===== config.mk =====
export PLATFORM = sky130hd
export DESIGN_NAME = sertx_top
export DESIGN_NICKNAME = d
export VERILOG_FILES = /design/src/rtl/sertx_pkg.sv /design/src/rtl/sertx_holdbuf.sv /design/src/rtl/sertx_brktimer.sv /design/src/rtl/sertx_framer.sv /design/src/rtl/sertx_top.sv
export SDC_FILE = /design/constraint.sdc
export NUM_CORES = 1
export LEC_CHECK = 0
export BUFFER_PORTS_ARGS = -buffer_cell sky130_fd_sc_hd__buf_2
export CAP_MARGIN = 20
export CORE_MARGIN = 2
export CORE_UTILIZATION = 50
export DETAILED_ROUTE_END_ITERATION = 10
export PLACE_DENSITY = 0.73
export SLEW_MARGIN = 25
export SYNTH_ARGS = -nofsm -noshare
export SYNTH_HDL_FRONTEND = slang
export SYNTH_SLANG_ARGS = --single-unit
export TNS_END_PERCENT = 5

===== constraint.sdc =====
create_clock -name clk -period 1.38 [get_ports clk]
set_input_delay 0.138 -clock clk [delete_from_list [all_inputs] [get_ports clk]]
set_output_delay 0.138 -clock clk [all_outputs]
set_load 0.03 [all_outputs]

===== src/rtl/sertx_pkg.sv =====
// Shared types for the serial transmitter.
// Assumes nothing beyond the standard language.
package sertx_pkg;
    typedef enum logic [1:0] {
        ST_IDLE  = 2'd0,
        ST_SHIFT = 2'd1,
        ST_BREAK = 2'd2,
        ST_GUARD = 2'd3
    } sertx_state_e;
endpackage


===== src/rtl/sertx_holdbuf.sv =====
// One-entry holding register between the software write port and the framer.
// Assumes the framer asserts take only while full is 1.
module sertx_holdbuf #(
    parameter int DATA_W = 8
) (
    input  logic              clk,
    input  logic              rst_n,
    input  logic              run,
    input  logic              wr_stb,
    input  logic [DATA_W-1:0] wr_data,
    input  logic              wr_bit8,
    input  logic              take,
    output logic              full,
    output logic [DATA_W:0]   word
);
    // Capture a word when empty, release it when the framer takes it, clear when disabled.
    always_ff @(posedge clk) begin
        if (!rst_n || !run) begin
            full <= 1'b0;
            word <= '0;
        end else if (take) begin
            full <= 1'b0;
        end else if (wr_stb && !full) begin
            full <= 1'b1;
            word <= {wr_bit8, wr_data};
        end
    end

    assert_accept_R5: assert property (@(posedge clk) disable iff (!rst_n)
        (run && wr_stb && !full) |=> full);
    assert_hold_word_R4: assert property (@(posedge clk) disable iff (!rst_n)
        (run && full && !take) |=> $stable(word));
endmodule


===== src/rtl/sertx_brktimer.sv =====
// Counts baud ticks spent in a break and flags when the minimum length is reached.
// Assumes in_break is held by the framer for the whole break.
module sertx_brktimer #(
    parameter int MIN_BITS = 13
) (
    input  logic clk,
    input  logic rst_n,
    input  logic run,
    input  logic in_break,
    input  logic tick,
    output logic min_done
);
    localparam int CW = (MIN_BITS > 1) ? $clog2(MIN_BITS) : 1;
    localparam logic [CW-1:0] LAST = CW'(MIN_BITS - 1);

    logic [CW-1:0] cnt;

    // Count ticks inside a break, saturating at the last required bit.
    always_ff @(posedge clk) begin
        if (!rst_n || !run || !in_break) begin
            cnt <= '0;
        end else if (tick && cnt != LAST) begin
            cnt <= cnt + 1'b1;
        end
    end

    assign min_done = (cnt == LAST);

    assert_brk_min_R8: assert property (@(posedge clk) disable iff (!rst_n)
        (run && in_break && tick && !min_done) |=> in_break);
endmodule


===== src/rtl/sertx_framer.sv =====
// Frame sequencer: loads words, shifts start/data/stop bits, runs break and guard bits.
// Assumes tick is a single-cycle pulse per bit period and buf_word is valid while buf_full.
module sertx_framer
    import sertx_pkg::*;
#(
    parameter int DATA_W = 8
) (
    input  logic              clk,
    input  logic              rst_n,
    input  logic              run,
    input  logic              tick,
    input  logic              nine_sel,
    input  logic              brk_req,
    input  logic              buf_full,
    input  logic [DATA_W:0]   buf_word,
    input  logic              min_done,
    output logic              take,
    output logic              line,
    output sertx_state_e      state
);
    localparam int FW   = DATA_W + 3;
    localparam int CNTW = $clog2(FW + 1);

    sertx_state_e    st_n;
    logic [FW-1:0]   sh;
    logic [CNTW-1:0] left;
    logic            decide;

    // A decision point is a tick where the line is free: idle, guard, or last stop bit.
    assign decide = tick && ((state == ST_IDLE) || (state == ST_GUARD) ||
                             (state == ST_SHIFT && left == CNTW'(1)));
    assign take   = run && decide && buf_full;

    // Next-state choice: queued data first, then break, else idle.
    always_comb begin
        st_n = state;
        if (decide) begin
            if (buf_full)     st_n = ST_SHIFT;
            else if (brk_req) st_n = ST_BREAK;
            else              st_n = ST_IDLE;
        end else if (state == ST_BREAK && tick && min_done && !brk_req) begin
            st_n = ST_GUARD;
        end
    end

    // State register, cleared by reset or disable.
    always_ff @(posedge clk) begin
        if (!rst_n || !run) state <= ST_IDLE;
        else                state <= st_n;
    end

    // Shift register and bit counter: load a frame on take, shift on each tick.
    always_ff @(posedge clk) begin
        if (!rst_n || !run) begin
            sh   <= '1;
            left <= '0;
        end else if (take) begin
            if (nine_sel) begin
                sh   <= {1'b1, buf_word[DATA_W], buf_word[DATA_W-1:0], 1'b0};
                left <= CNTW'(FW);
            end else begin
                sh   <= {2'b11, buf_word[DATA_W-1:0], 1'b0};
                left <= CNTW'(FW - 1);
            end
        end else if (tick && state == ST_SHIFT) begin
            sh   <= {1'b1, sh[FW-1:1]};
            left <= left - 1'b1;
        end
    end

    // Line value from the current state.
    always_comb begin
        case (state)
            ST_SHIFT: line = sh[0];
            ST_BREAK: line = 1'b0;
            default:  line = 1'b1;
        endcase
    end

    assert_start_low_R2: assert property (@(posedge clk) disable iff (!rst_n)
        take |=> (line == 1'b0));
    assert_data_first_R7: assert property (@(posedge clk) disable iff (!rst_n)
        (run && state == ST_SHIFT && left == CNTW'(1) && tick && buf_full) |=> (state == ST_SHIFT));
    assert_guard_after_R9: assert property (@(posedge clk) disable iff (!rst_n)
        (run && state == ST_BREAK && $past(state) == ST_BREAK) |-> (line == 1'b0));
    assert_guard_high_R9: assert property (@(posedge clk) disable iff (!rst_n)
        (run && state == ST_GUARD) |-> (line == 1'b1));
endmodule


===== src/rtl/sertx_top.sv =====
// Serial transmitter top: holding register, framer and break timer, plus pin gating.
// Assumes baud_tick comes from an external divider at one pulse per bit.
module sertx_top
    import sertx_pkg::*;
#(
    parameter int DATA_W   = 8,
    parameter int MIN_BRK  = 13
) (
    input  logic              clk,
    input  logic              rst_n,
    input  logic              uart_en,
    input  logic              tx_en,
    input  logic              nine_sel,
    input  logic              tx_bit8,
    input  logic              brk_req,
    input  logic              wr_stb,
    input  logic [DATA_W-1:0] wr_data,
    input  logic              baud_tick,
    output logic              tx_out,
    output logic              tx_oe,
    output logic              buf_empty,
    output logic              tx_idle
);
    logic            run;
    logic            take;
    logic            full;
    logic [DATA_W:0] word;
    logic            line;
    logic            min_done;
    sertx_state_e    state;

    assign run = uart_en & tx_en;

    sertx_holdbuf #(.DATA_W(DATA_W)) u_buf (
        .clk(clk), .rst_n(rst_n), .run(run), .wr_stb(wr_stb), .wr_data(wr_data),
        .wr_bit8(tx_bit8), .take(take), .full(full), .word(word)
    );

    sertx_framer #(.DATA_W(DATA_W)) u_frm (
        .clk(clk), .rst_n(rst_n), .run(run), .tick(baud_tick), .nine_sel(nine_sel),
        .brk_req(brk_req), .buf_full(full), .buf_word(word), .min_done(min_done),
        .take(take), .line(line), .state(state)
    );

    sertx_brktimer #(.MIN_BITS(MIN_BRK)) u_brk (
        .clk(clk), .rst_n(rst_n), .run(run), .in_break(state == ST_BREAK),
        .tick(baud_tick), .min_done(min_done)
    );

    // Pin gating and status flags.
    assign tx_oe     = run;
    assign tx_out    = run ? line : 1'b1;
    assign buf_empty = !full;
    assign tx_idle   = !full && (state == ST_IDLE);

    assert_abort_R10: assert property (@(posedge clk) disable iff (!rst_n)
        !run |=> (buf_empty && tx_idle));
    assert_idle_line_R11: assert property (@(posedge clk) disable iff (!rst_n)
        tx_idle |-> tx_out);
endmodule


# ---- Word level (Yosys, flattened, before mapping)
# Index checks and enable logic that the tools add are counted.
dict set report word_totals {
  elab_cells 53
  ff_bits 31
  out_inout_bits 4
}
dict set report op_classes {
  reduce_logical 25
  add_sub_neg 2
  eq_ne 6
  n_bitwise 2
  muxes 12
}
# operator n
set op_table {}
lappend op_table {{11-bit 2-to-1 mux} 2}
lappend op_table {{1-bit logical AND} 11}
lappend op_table {{10-bit 2-to-1 mux} 1}
lappend op_table {{2-bit 2-to-1 mux} 4}
lappend op_table {{4-bit 2-to-1 mux} 2}
lappend op_table {{1-bit zero test} 5}
lappend op_table {{4-bit by 1-bit adder with 4-bit output, second input constant} 1}
lappend op_table {{2-bit equality test, second input constant} 2}
lappend op_table {{4-bit by 1-bit equality test with 1-bit output, second input constant} 1}
lappend op_table {{4-bit equality test, second input constant} 1}
lappend op_table {{1-bit logical OR} 4}
lappend op_table {{4-bit != test, second input constant} 1}
lappend op_table {{2-bit nonzero test} 2}
lappend op_table {{4-bit by 1-bit subtractor with 4-bit output, second input constant} 1}
lappend op_table {{2-bit by 1-bit equality test with 1-bit output, second input constant} 1}
lappend op_table {{2-bit zero test} 1}
lappend op_table {{1-bit 2-to-1 mux} 2}
lappend op_table {{1-bit one-hot mux with 2 select lines} 1}
lappend op_table {{2-bit AND reduction} 1}
lappend op_table {{2-bit OR reduction} 1}
lappend op_table {{1-bit AND} 1}
lappend op_table {{1-bit inverter} 1}

# ---- Longest topological paths before layout
dict set report depth {
  depth_word 8
  ltp_mapped 7
  mapped_depth_nobuf 6
}

# ---- By module
# From an unflattened synthesis, not the netlist that was laid out.
dict set report unflattened {
  cells_unflattened 178
  area_unflattened_um2 1601.5
}
# module cells_per_inst area_per_inst_um2 instances seq_area_each_um2
set by_module_without_submodules {}
lappend by_module_without_submodules {sertx_framer 102 899.6 1 320.3}
lappend by_module_without_submodules {sertx_holdbuf 45 459.2 1 200.2}
lappend by_module_without_submodules {sertx_brktimer 26 206.4 1 80.1}
lappend by_module_without_submodules {sertx_top 5 36.3 1 0.0}

# ---- Worst setup path before layout
# No wires, ideal clock.
dict set report synth_path {
  kind {reg-to-reg}
  startpoint {reg u_frm.state[1]}
  endpoint {reg u_frm.sh[2]}
  arrival_time_ns 1.331
  slack_ns -0.081
  required_ns 1.250
  n_path_buf 1
  path_stages_with_launch 8
  cell_sequence {dfxtp_1 -> inv_1 -> ha_1 -> and4bb_4 -> o211a_4 -> buf_6 -> a211oi_2 -> o21ai_1}
}
dict set report synth_via {
  elab_chain_len 7
  elab_cells_between_ends 12
}
# item line
set synth_lines {}
lappend synth_lines {{from (decl)} sertx_framer.sv:19} ;# output sertx_state_e state
lappend synth_lines {{from (signal assigned)} sertx_framer.sv:49} ;# else state <= st_n;
lappend synth_lines {{2-bit equality test, or another cell as far along} sertx_framer.sv:30} ;# assign decide = tick && ((state == ST_IDLE) || (state == ST_GUARD) ||
lappend synth_lines {{1-bit logical OR / 1-bit logical AND (equally long branches)} {sertx_framer.sv:30, sertx_framer.sv:31}}
lappend synth_lines {{1-bit logical OR} sertx_framer.sv:30}
lappend synth_lines {{1-bit logical AND} sertx_framer.sv:30}
lappend synth_lines {{1-bit logical AND (2 in series)} sertx_framer.sv:32} ;# assign take = run && decide && buf_full;
lappend synth_lines {{11-bit 2-to-1 mux / 2-bit nonzero test (equally long branches)} n/a}
lappend synth_lines {{to (signal assigned)} sertx_framer.sv:59} ;# sh <= {1'b1, buf_word[DATA_W], buf_word[DATA_W-1:0], 1'b0};
lappend synth_lines {{to (signal assigned)} sertx_framer.sv:62} ;# sh <= {2'b11, buf_word[DATA_W-1:0], 1'b0};
lappend synth_lines {{to (signal assigned)} sertx_framer.sv:66} ;# sh <= {1'b1, sh[FW-1:1]};
lappend synth_lines {{to (decl)} sertx_framer.sv:25} ;# logic [FW-1:0] sh;
# Several ways; a longest one is shown, not always the timed one.
# A chain may end at the register's enable or synchronous reset.

# ---- Worst setup path after layout
dict set report layout_path {
  startpoint {reg u_frm.state[1]}
  endpoint {out tx_out}
}
dict set report layout_via {
  elab_chain_len 3
  elab_cells_between_ends 4
}
# item line
set layout_lines {}
lappend layout_lines {{2-bit equality test / 2-bit by 1-bit equality test with 1-bit output (equally long branches)} sertx_framer.sv:73} ;# case (state)
lappend layout_lines {{1-bit one-hot mux with 2 select lines (*)} sertx_framer.sv:73}
lappend layout_lines {{1-bit 2-to-1 mux (*)} sertx_top.sv:52} ;# assign tx_out = run ? line : 1'b1;
lappend layout_lines {{to (decl)} sertx_top.sv:19} ;# output logic tx_out,
# Every way passes the cells marked *; elsewhere a longest branch is shown, timed or not.

==> impl_metrics.tcl <==
set metrics [dict create \
    maxSlewViolCount 0 \
    clkLatencyLatePin_ns 0.33 \
    internal-power_w 0.001170 \
    cap_violations 0 \
    violations "negative setup slack" \
    power.share.clock_pct 35.2 \
    required_ns 1.24 \
    vias 1244 \
    max_slew.worst_pin.slew_ns 0.5587 \
    power.density_nw_per_um2 843.8 \
    wirelength_mm 2.994 \
    ys.flop_type "dfxtp_1" \
    synth.mux.area_fraction_pct 1.373 \
    hold_class "in -> reg" \
    dieHeight_um 58.00 \
    clkTransAtPathRegs_ns 0.09 \
    finalCritPeriodShare_pct 108.0 \
    cts_made_buffers 5 \
    grt_pass1_vias 1203 \
    synth_xor_area_share_pct 3.605 \
    p_switching_w 0.0003773 \
    fmax_mhz 670.7 \
    core_area_um2 2758 \
    hold_violations 0 \
    yosysWarnings 0 \
    drive_gt1_share_pct 38.12 \
    ys_types 29 \
    final_common_cell "dfxtp_1" \
    synth-compound-area-share_pct 19.48 \
    swShare_pct 24.38 \
    grt_max_degree 16 \
    dp_hpwl_mm 2.101 \
    n_antenna_cell 0 \
    numClockSinks 30 \
    synth_top_cell_by_area "dfxtp_1" \
    path_max_fanout 3 \
    start_kind "flop" \
    netlist_instances 167 \
    min_path_cells 3 \
    htree_levels 2 \
    endpoint_kind "output pin" \
    postCtsHoldBufs 0 \
    reg2reg_depth 7 \
    grt_pass1_wl_mm 5.106 \
    syn_nets 191 \
    synth.cell_area_um2 1458 \
    fin_crit_ns 1.491 \
    p_comb_share_pct 7.9 \
    seqPwrFrac_pct 56.9 \
    crit_type "reg -> out" \
    power_w 0.001548 \
    rows 19 \
    setup_viol 14 \
    drt-vias-per-instance 5.339 \
    synth_edf_count 0 \
    antenna_found_initial 0 \
    ios 21 \
    rr_startpoint "u_frm.left[1]" \
    drc_errors 0 \
    synth-async-reset-ratio_pct 0 \
    status "finished, violations left" \
    fin_ws_ns -0.1111 \
    nNetsFinal 225 \
    synth_top_family_by_area "simple AND/OR/NAND/NOR gates" \
    drtIter0Drc 29 \
    synth-adder-area-share_pct 6.009 \
    dieArea_um2 3363 \
    worstHoldStart "wr_data[7]" \
    die_w_um 58.00 \
    synth-simple-area-share_pct 22.23 \
    antenna_left 0 \
    grtUsageTotal_pct 19.90 \
    fin_hold_ws_ns 0.04219 \
    rsz0062_at_grt "yes" \
    avgSynthCellArea_um2 8.728 \
    ys_ff_latch 30 \
    firstDrtPassIters 4 \
    layout_common_cells "dfxtp_1 (26), nand2_1 (25), buf_2 (18)" \
    routedWlPerCell_um 12.85 \
    clockBufferDepth 2 \
    port_buffers 20 \
    slew_headroom_pct 62.66 \
    cp-startpoint "u_frm.state[1]" \
    overflow 0 \
    synthTopCellsByArea "dfxtp_1 (41%), a211oi_2 (6.9%), nand2_1 (6.7%)" \
    initial_utilization_pct 52.86 \
    p_leak_nw 0.7562 \
    yosys.area.top_type_share_pct 41.20 \
    syn2layout_area_growth_pct 25.84 \
    cts_root_buffer "clkbuf_4" \
    routabilityCongestion 0.8648 \
    clock_skew_ns 0.007328 \
    vdd_drop_max_uv 609.9 \
    yosysSeqAreaShare_pct 41.20 \
    cp.arrival_ns 1.35 \
    cts_tree "yes" \
]
-- synth_stat cells (all sizes together), types with 3 or more instances --
cell type   n
nand2      26
buf         5
o21ai      12
ha          7
xnor2       3
dfxtp      30
xor2        3
nand3       5
nor2       14
a211oi      9
a21oi      15
inv         9
nor3        3
and3       10
clkbuf      4
-- logic make-up (layout without fill, tap and decap cells) --
| group | after synthesis | count (layout) |
|---|---|---|
| simple gates | 65 | 65 |
| compound gates | 39 | 40 |
| flops | 30 | 30 |
| buf+inv | 18 | 52 |
| fa+ha+maj | 7 | 7 |
| xor+xnor | 6 | 6 |
| mux | 2 | 2 |
-- path summary, 6_finish.rpt --
path                   endpoint  slack, ns
setup / recovery         tx_out      -0.11
hold / removal    u_buf.word[7]       0.04
setup reg to reg    u_frm.sh[3]      -0.10
hold reg to reg   u_buf.word[6]       0.47
-- metrics by stage --
stage	utilization [%]	TNS [ns]	instances	setup slack (ns)	instance area [um^2]
3_5_place_dp	59.66	-1.850	222	-0.1855	1645
5_1_grt	66.52	-2.393	233	-0.2119	1834
2_1_floorplan	-	-0.3127	167	-0.04467	1464
4_1_cts	65.65	-1.236	233	-0.1341	1810
6_report	66.52	-1.149	233	-0.1111	1834
3_3_place_gp	59.66	-1.125	222	-0.1195	1645
-- power groups by stage --
stage	combinational [W]	clock [W]	sequential, W
floorplan	0.0000719	0	0.000898
global placement	0.000106	0	0.000900
detailed placement	0.000111	0	0.000900
CTS	0.000121	0.000557	0.000881
global route	0.000138	0.000605	0.000883
finish	0.000122	0.000544	0.000881
-- critical path: stages (launching register included) --
cell     delay (ns)
dfxtp_2        0.33
inv_2          0.08
ha_4           0.14
buf_6          0.10
mux2i_1        0.17
nand2_1        0.08
buf_6          0.14
-- state kept, by name, summed over array words and instances, names as in the netlist --
| signal | flops |
|---|---|
| u_frm.sh | 10 |
| u_buf.word | 9 |
| u_brk.cnt | 4 |
| u_frm.left | 4 |
| u_frm.state | 2 |
| u_buf.full | 1 |
-- what timing repair did --
| action | 4_1_cts | 5_1_grt |
|---|---|---|
| setup buffers | 2 | 0 |
| resized for setup | 17 | 8 |
| pin swaps | 9 | 4 |
| gates cloned | 1 | 0 |
| setup endpoints to repair | 17 | 31 |
-- cell type report --
type	count	area, um^2
well taps	31	38.79
clock inverters	1	5.005
inverters	9	33.78
fillers	232	923.4
flip-flops and latches	30	605.6
clock buffers	7	55.05
multi-input cells	120	855.8
repair buffers	35	240.2
-- per-layer routing --
metal  part of all wire, %  vias to the layer above  GRT usage, %
met1                    43                      565         24.26
met3                   5.2                        5         6.473
met2                    51                       34         31.66
met4                   1.0                        0         9.635
met5                     0                        -             0
li1                      -                      640             -
No activity file was read; power rests on OpenSTA's default activity.
